**config.mk**
```make
export PLATFORM = sky130hd
export DESIGN_NAME = vbus_enc
export DESIGN_NICKNAME = d
export VERILOG_FILES = /design/src/rtl/vbus_enc_pkg.sv /design/src/rtl/vbus_beat_seq.sv /design/src/rtl/vbus_pix_hold.sv /design/src/rtl/vbus_out_mux.sv /design/src/rtl/vbus_enc.sv
export SDC_FILE = /design/constraint.sdc
export NUM_CORES = 1
export LEC_CHECK = 0
export ABC_AREA = 1
export CELL_PAD_IN_SITES_DETAIL_PLACEMENT = 0
export CELL_PAD_IN_SITES_GLOBAL_PLACEMENT = 1
export CORE_MARGIN = 1.5
export CORE_UTILIZATION = 47
export CTS_CLUSTER_SIZE = 10
export DETAILED_ROUTE_END_ITERATION = 6
export DONT_BUFFER_PORTS = 1
export GPL_TIMING_DRIVEN = 0
export HOLD_SLACK_MARGIN = 0.15
export PLACE_DENSITY = 0.88
export SYNTH_ARGS = -nofsm -noshare
export SYNTH_HDL_FRONTEND = slang
export SYNTH_SLANG_ARGS = --single-unit
```
**constraint.sdc**
```tcl
create_clock -name clk_i -period 1.9 [get_ports clk_i]
set_input_delay 0.285 -clock clk_i [delete_from_list [all_inputs] [get_ports clk_i]]
set_output_delay 0.285 -clock clk_i [all_outputs]
set_load 0.01 [all_outputs]
```
**src/rtl/vbus_enc_pkg.sv**
```systemverilog
package vbus_enc_pkg;
  localparam int unsigned PIX_W  = 7;
  localparam int unsigned FLAG_W = 4;

  typedef enum logic [1:0] {
    BEAT_CTRL = 2'd0,
    BEAT_RED  = 2'd1,
    BEAT_GRN  = 2'd2,
    BEAT_BLU  = 2'd3
  } beat_e;

  // flag order matches bus lanes 0..3
  typedef struct packed {
    logic vsync_n;
    logic clamp_n;
    logic hsync_n;
    logic csync_n;
  } flags_t;

  localparam flags_t FLAGS_IDLE = '{vsync_n: 1'b1, clamp_n: 1'b1, hsync_n: 1'b1, csync_n: 1'b1};
endpackage

```
**src/rtl/vbus_beat_seq.sv**
```systemverilog
module vbus_beat_seq
  import vbus_enc_pkg::*;
(
  input  logic  clk_i,
  input  logic  rst_ni,
  input  logic  active_i,
  output beat_e beat_o,
  output logic  load_o
);
  beat_e beat_q, beat_d;

  always_comb begin
    unique case (beat_q)
      BEAT_CTRL: beat_d = active_i ? BEAT_RED : BEAT_CTRL;
      BEAT_RED:  beat_d = BEAT_GRN;
      BEAT_GRN:  beat_d = BEAT_BLU;
      default:   beat_d = BEAT_CTRL;
    endcase
  end

  always_ff @(posedge clk_i or negedge rst_ni) begin
    if (!rst_ni) beat_q <= BEAT_CTRL;
    else         beat_q <= beat_d;
  end

  assign beat_o = beat_q;
  assign load_o = (beat_q == BEAT_CTRL);

  // colour beats never fall back to control before blue
  p_no_abort_r7: assert property (@(posedge clk_i) disable iff (!rst_ni)
    (beat_q == BEAT_RED) |=> (beat_q == BEAT_GRN));
  // blanking at a control beat stays on control
  p_blank_stay_r6: assert property (@(posedge clk_i) disable iff (!rst_ni)
    (load_o && !active_i) |=> load_o);
endmodule

```
**src/rtl/vbus_pix_hold.sv**
```systemverilog
module vbus_pix_hold #(
  parameter int unsigned COMP_W = vbus_enc_pkg::PIX_W
) (
  input  logic              clk_i,
  input  logic              rst_ni,
  input  logic              load_i,
  input  logic [COMP_W-1:0] red_i,
  input  logic [COMP_W-1:0] green_i,
  input  logic [COMP_W-1:0] blue_i,
  output logic [COMP_W-1:0] red_o,
  output logic [COMP_W-1:0] green_o,
  output logic [COMP_W-1:0] blue_o
);
  always_ff @(posedge clk_i or negedge rst_ni) begin
    if (!rst_ni) begin
      red_o   <= '0;
      green_o <= '0;
      blue_o  <= '0;
    end else if (load_i) begin
      red_o   <= red_i;
      green_o <= green_i;
      blue_o  <= blue_i;
    end
  end

  // held pixel frozen outside the control beat
  p_hold_stable_r5: assert property (@(posedge clk_i) disable iff (!rst_ni)
    !load_i |=> ($stable(red_o) && $stable(green_o) && $stable(blue_o)));
endmodule

```
**src/rtl/vbus_out_mux.sv**
```systemverilog
module vbus_out_mux
  import vbus_enc_pkg::*;
#(
  parameter int unsigned COMP_W = PIX_W
) (
  input  logic              clk_i,
  input  logic              rst_ni,
  input  beat_e             beat_i,
  input  flags_t            flags_i,
  input  logic [COMP_W-1:0] red_i,
  input  logic [COMP_W-1:0] green_i,
  input  logic [COMP_W-1:0] blue_i,
  output logic [COMP_W-1:0] bus_o,
  output logic              strobe_no
);
  localparam int unsigned SPARE_W = COMP_W - FLAG_W;

  logic [COMP_W-1:0] ctrl_word;
  logic [COMP_W-1:0] bus_d;
  logic [COMP_W-1:0] bus_rst;

  for (genvar i = 0; i < COMP_W; i++) begin : g_lane
    if (i < FLAG_W) begin : g_flag
      assign ctrl_word[i] = flags_i[i];
      assign bus_rst[i]   = FLAGS_IDLE[i];
    end else begin : g_spare
      assign ctrl_word[i] = 1'b0;
      assign bus_rst[i]   = 1'b0;
    end
  end

  always_comb begin
    unique case (beat_i)
      BEAT_RED:  bus_d = red_i;
      BEAT_GRN:  bus_d = green_i;
      BEAT_BLU:  bus_d = blue_i;
      default:   bus_d = ctrl_word;
    endcase
  end

  always_ff @(posedge clk_i or negedge rst_ni) begin
    if (!rst_ni) begin
      bus_o     <= bus_rst;
      strobe_no <= 1'b0;
    end else begin
      bus_o     <= bus_d;
      strobe_no <= (beat_i != BEAT_CTRL);
    end
  end

  // spare lanes zero whenever the strobe is low
  p_spare_zero_r3: assert property (@(posedge clk_i) disable iff (!rst_ni)
    !strobe_no |-> (bus_o[COMP_W-1:FLAG_W] == SPARE_W'(0)));
  // control lanes carry the flags seen at the emitting edge
  p_ctrl_flags_r2: assert property (@(posedge clk_i) disable iff (!rst_ni)
    (!strobe_no && $past(rst_ni)) |-> (bus_o[FLAG_W-1:0] == $past(flags_i)));
  // red beat carries held red
  p_red_lane_r4: assert property (@(posedge clk_i) disable iff (!rst_ni)
    (beat_i == BEAT_RED) |=> (strobe_no && bus_o == $past(red_i)));
endmodule

```
**src/rtl/vbus_enc.sv**
```systemverilog
module vbus_enc
  import vbus_enc_pkg::*;
#(
  parameter int unsigned COMP_W = PIX_W
) (
  input  logic              clk_i,
  input  logic              rst_ni,
  input  logic              active_i,
  input  logic [COMP_W-1:0] red_i,
  input  logic [COMP_W-1:0] green_i,
  input  logic [COMP_W-1:0] blue_i,
  input  logic              csync_ni,
  input  logic              hsync_ni,
  input  logic              clamp_ni,
  input  logic              vsync_ni,
  output logic [COMP_W-1:0] bus_o,
  output logic              strobe_no
);
  beat_e             beat;
  logic              load;
  flags_t            flags;
  logic [COMP_W-1:0] red_h, green_h, blue_h;

  assign flags = '{vsync_n: vsync_ni, clamp_n: clamp_ni, hsync_n: hsync_ni, csync_n: csync_ni};

  vbus_beat_seq u_seq (
    .clk_i    (clk_i),
    .rst_ni   (rst_ni),
    .active_i (active_i),
    .beat_o   (beat),
    .load_o   (load)
  );

  vbus_pix_hold #(.COMP_W(COMP_W)) u_hold (
    .clk_i   (clk_i),
    .rst_ni  (rst_ni),
    .load_i  (load),
    .red_i   (red_i),
    .green_i (green_i),
    .blue_i  (blue_i),
    .red_o   (red_h),
    .green_o (green_h),
    .blue_o  (blue_h)
  );

  vbus_out_mux #(.COMP_W(COMP_W)) u_mux (
    .clk_i     (clk_i),
    .rst_ni    (rst_ni),
    .beat_i    (beat),
    .flags_i   (flags),
    .red_i     (red_h),
    .green_i   (green_h),
    .blue_i    (blue_h),
    .bus_o     (bus_o),
    .strobe_no (strobe_no)
  );

  // high-strobe run length, for R8/R7 checks
  logic [1:0] hi_run_q;
  always_ff @(posedge clk_i or negedge rst_ni) begin
    if (!rst_ni)        hi_run_q <= '0;
    else if (!strobe_no) hi_run_q <= '0;
    else if (hi_run_q != 2'd3) hi_run_q <= hi_run_q + 2'd1;
  end

  p_run_max_r8: assert property (@(posedge clk_i) disable iff (!rst_ni)
    strobe_no |-> (hi_run_q < 2'd3));
  p_group_full_r7: assert property (@(posedge clk_i) disable iff (!rst_ni)
    (strobe_no && hi_run_q < 2'd2) |=> strobe_no);
  p_blank_low_r6: assert property (@(posedge clk_i) disable iff (!rst_ni)
    (load && !active_i) |=> !strobe_no);
endmodule

```
==> metrics list <==
- Number of setup buffers added after CTS: 0
- Effective utilization at floorplan: 0.490
* Post-detailed-route DRC marker count: 0
* Antenna cell count: 0
- Clock slew at reported path FFs: 0.09 ns
- Entering global routing, the biggest net connects 32 pins.
- Kind of cell with the highest combined delay on the critical path: flip-flops
- Data arrival time of the critical path: 1.55 ns
* DR vias: about 1100
- The worst setup path is launched from a flip-flop.
- The top cell types in the final layout, fill and taps aside, are nand2_1, dlygate4sd3_1, dfrtp_1.
- In the routed layout, each cell is associated on average with a via count of 4.74.
- The number of endpoints with negative hold slack in the final report was 0.
- Max-cap viol count: 0
* Simple-gate portion of the synthesized area: 0.315
- Mapped Cells: between 150 and 200
- The setup path with the least slack is of type flip-flop to flip-flop.
- Input and output buffers added on the ports amount to 0.
- IR analysis of the VDD net gives a maximum drop of around 0.94 mV.
* Most common cell after layout, fill and taps aside: nand2_1
* Reg2Reg Capture Point: u_mux.bus_o[0]$_DFF_PN1_
- Finished Cell Area: about 1700 um^2
- Worst-Skew Late Latency: about 0.33 ns
- Number of standard-cell rows in the floorplan: 19
* Antenna violations before repair: 0
- The slowest stage of the critical path belongs to the cell dfrtp_1.
* Root Buffer: clkbuf_4
* IO Count: 36
- Path type of the worst min-delay path: input pin to async pin
- Dividing the detail-routed wire length by the instance count gives 11.8 um.
- Of the total synthesized cell area, the portion taken by XOR and XNOR cells is 0.
- From synthesis to final layout, the design area changed by 29.1%.
* Maximum operating frequency: 780 MHz
* Die area: approximately 3200 um^2
- Summing all placed instances gives a cell area of approximately 1400 um^2.
- Headroom to the max-slew limit: 0.790
* Fin crit share: 0.675
* Clock sink count: 31
* Worst-Margin Slew: 0.315 ns
* Setup slack of the most critical reg-to-reg path: 0.62 ns
- Peak per-stage delay on the critical path: between 0.4 and 0.5 ns
* Global-route wire length before repair: slightly below 5000 um
- Summed over all layers, the global routing overflow is 0.
* Number of global-route vias before repair: ~1100
* Power density over the cells: between 1500 and 2000 nW/um^2
- CTS tree: built
- On the final layout, the worst hold slack is about 0.38 ns.
- The number of slew-limit violations in the final report is 0.
* Number of buffers between clock root and the deepest sink: 2
- Count of placed standard cells including taps: between 150 and 200
* Final HPWL from detailed placement: between 1500 and 2000 um
* Req. time, crit path: between 2 and 2.5 ns
- Critical path, cell by cell: inv_1 > ha_1 > inv_1 > buf_2 > nand2_1 > nor2_1 > nor2_1
- Setup repair after global routing left no endpoint under its margin.
* Number of distinct library cells after synthesis: 12
- The H-tree generated during clock tree synthesis spans 2 levels.
- The run finished with clean final reports.
- Wires add up to about 2700 um.
- Worst-case reg-to-reg path depth: 7
* Number of cells in the finished layout apart from fillers: approximately 230
- The number of buffers and inverters on the critical path is 3.
- Iteration-0 DRC count of the detailed router: 27
- Main combinational cell family by area after synthesis: simple AND/OR/NAND/NOR gates
- In this run the critical register-to-register path is launched from u_seq.beat_o[0]$_DFF_PN0_.
- The die is 56.4 um wide.
- GP Congestion: ~0.71
- After synthesis, the share of cell area in mux cells is 0.
- In this run, post-CTS repair resized a total of 0 instances.
* Compound-cell area share of the yosys netlist: 0.00374
* Filler instances: 250
* Count of hold-fix buffers inserted at cts: 28
- In this run the static leakage power is approximately 0.93 nW.
- Mapped Nets: between 150 and 200
* Flop and latch count out of synthesis: 31
- Adding up every negative setup slack in the final design gives 0 ns.
- Post-Synth Adder-Cell Area: 0.0467
- Setup violators final: 0
* Shortest clock period the worst path allows after layout: ~1.3 ns
* Total global-route track usage: 0.206
- After the last flow step, the layout net total stands at ~230.
- STA classifies the critical path endpoint as a flip-flop.
* Fraction of layout instances using a drive strength above 1: 0.0918
- Ys Warns: 0
- In this run the vertical extent of the chip is 56.4 um.
* Netlist area before placement: roughly 1300 um^2
- The core region is 2730 um^2.
- Worst setup skew after layout: around 0.0066 ns
- The detail route stage leaves a number of antenna-violating nets equal to 0.
- Total iterations of the first detailed-routing run: 4
- In this run the worst path has a maximum fanout of 10.
- Avg Inst Size Synth: about 8.4 um^2
- Number of clock buffers inserted by TritonCTS: 5
- Sequential fraction of the synthesis area: 0.583
- After layout, the design draws a total of around 0.0027 W.
-- synth_stat cells, drive strengths merged --
cell type,n,area (um^2)
nand2,95,357
dfrtp,27,676
nor2,12,45.0
inv,7,26.3
buf,5,42.5
ha,5,62.6
dfstp,4,105
nand3,4,20.0
o21ai,1,5.00
-- metrics by stage --
stage	utilization	worst slack, ns
after CTS	0.632	0.603
after detailed placement	0.504	0.623
after global placement	0.504	0.656
after floorplan	-	0.776
final	0.632	0.618
after global routing	0.632	0.462
-- sequential cells by signal, indices dropped and copies added, names as in the netlist --
signal / flops
u_seq.beat_o: 2
u_mux.bus_o: 7
u_hold.red_o: 7
u_mux.strobe_no: 1
u_hold.green_o: 7
u_hold.blue_o: 7
-- final cells by class --
cell class / count / area (um^2) / area share
inverters: 7 / 26.3 / 0.0152
repair buffers: 28 / 290 / 0.168
clock buffers: 7 / 55.1 / 0.0319
clock inverters: 1 / 5.00 / 0.00290
flip-flops and latches: 31 / 781 / 0.452
well taps: 31 / 38.8 / 0.0224
multi-input cells: 117 / 489 / 0.283
plain buffers: 5 / 42.5 / 0.0246
-- worst reg2reg max path: stages (launching register included) --
cell and delay [ns]:
dfrtp_1 0.41, inv_1 0.10, ha_1 0.21, inv_1 0.06, buf_2 0.22, nand2_1 0.08, nor2_1 0.11, nor2_1 0.05
-- logic make-up (layout without fill, tap and decap cells) --
kind of cell,Yosys count,in the layout
buffers and inverters,12,48
DFF,31,31
adders and majority gates,5,5
AOI/OAI and AO/OA,1,1
and+or+nand+nor,111,111
-- per-layer routing --
metal  global-route usage  up-vias  wire, um
met2                0.319       25      1260
met4               0.0612        0        37
met1                0.277      500      1240
li1                     -      545         -
met3               0.0668        5       139
met5                    0        -         0
-- how the worst max path moves through the flow --
| stage | start | to | slack [ns] | depth (start not counted) |
|---|---|---|---|---|
| after floorplan | u_seq.beat_o[1]$_DFF_PN0_ | u_hold.green_o[0]$_DFFE_PN0N_ | 0.78 | 6 |
| after global placement | u_seq.beat_o[0]$_DFF_PN0_ | u_mux.bus_o[0]$_DFF_PN1_ | 0.66 | 7 |
| after detailed placement | u_seq.beat_o[0]$_DFF_PN0_ | u_mux.bus_o[0]$_DFF_PN1_ | 0.62 | 7 |
| after CTS | u_seq.beat_o[0]$_DFF_PN0_ | u_mux.bus_o[0]$_DFF_PN1_ | 0.60 | 7 |
| after global routing | u_seq.beat_o[0]$_DFF_PN0_ | u_mux.bus_o[0]$_DFF_PN1_ | 0.46 | 7 |
| final | u_seq.beat_o[0]$_DFF_PN0_ | u_mux.bus_o[0]$_DFF_PN1_ | 0.62 | 7 |
-- where the power goes --
part           switching, W  internal [W]  total, W
clock              0.000216      0.000179  0.000395
sequential         0.000194       0.00102   0.00121
combinational      0.000637      0.000411   0.00105
Power figures use the tool's default switching activity.
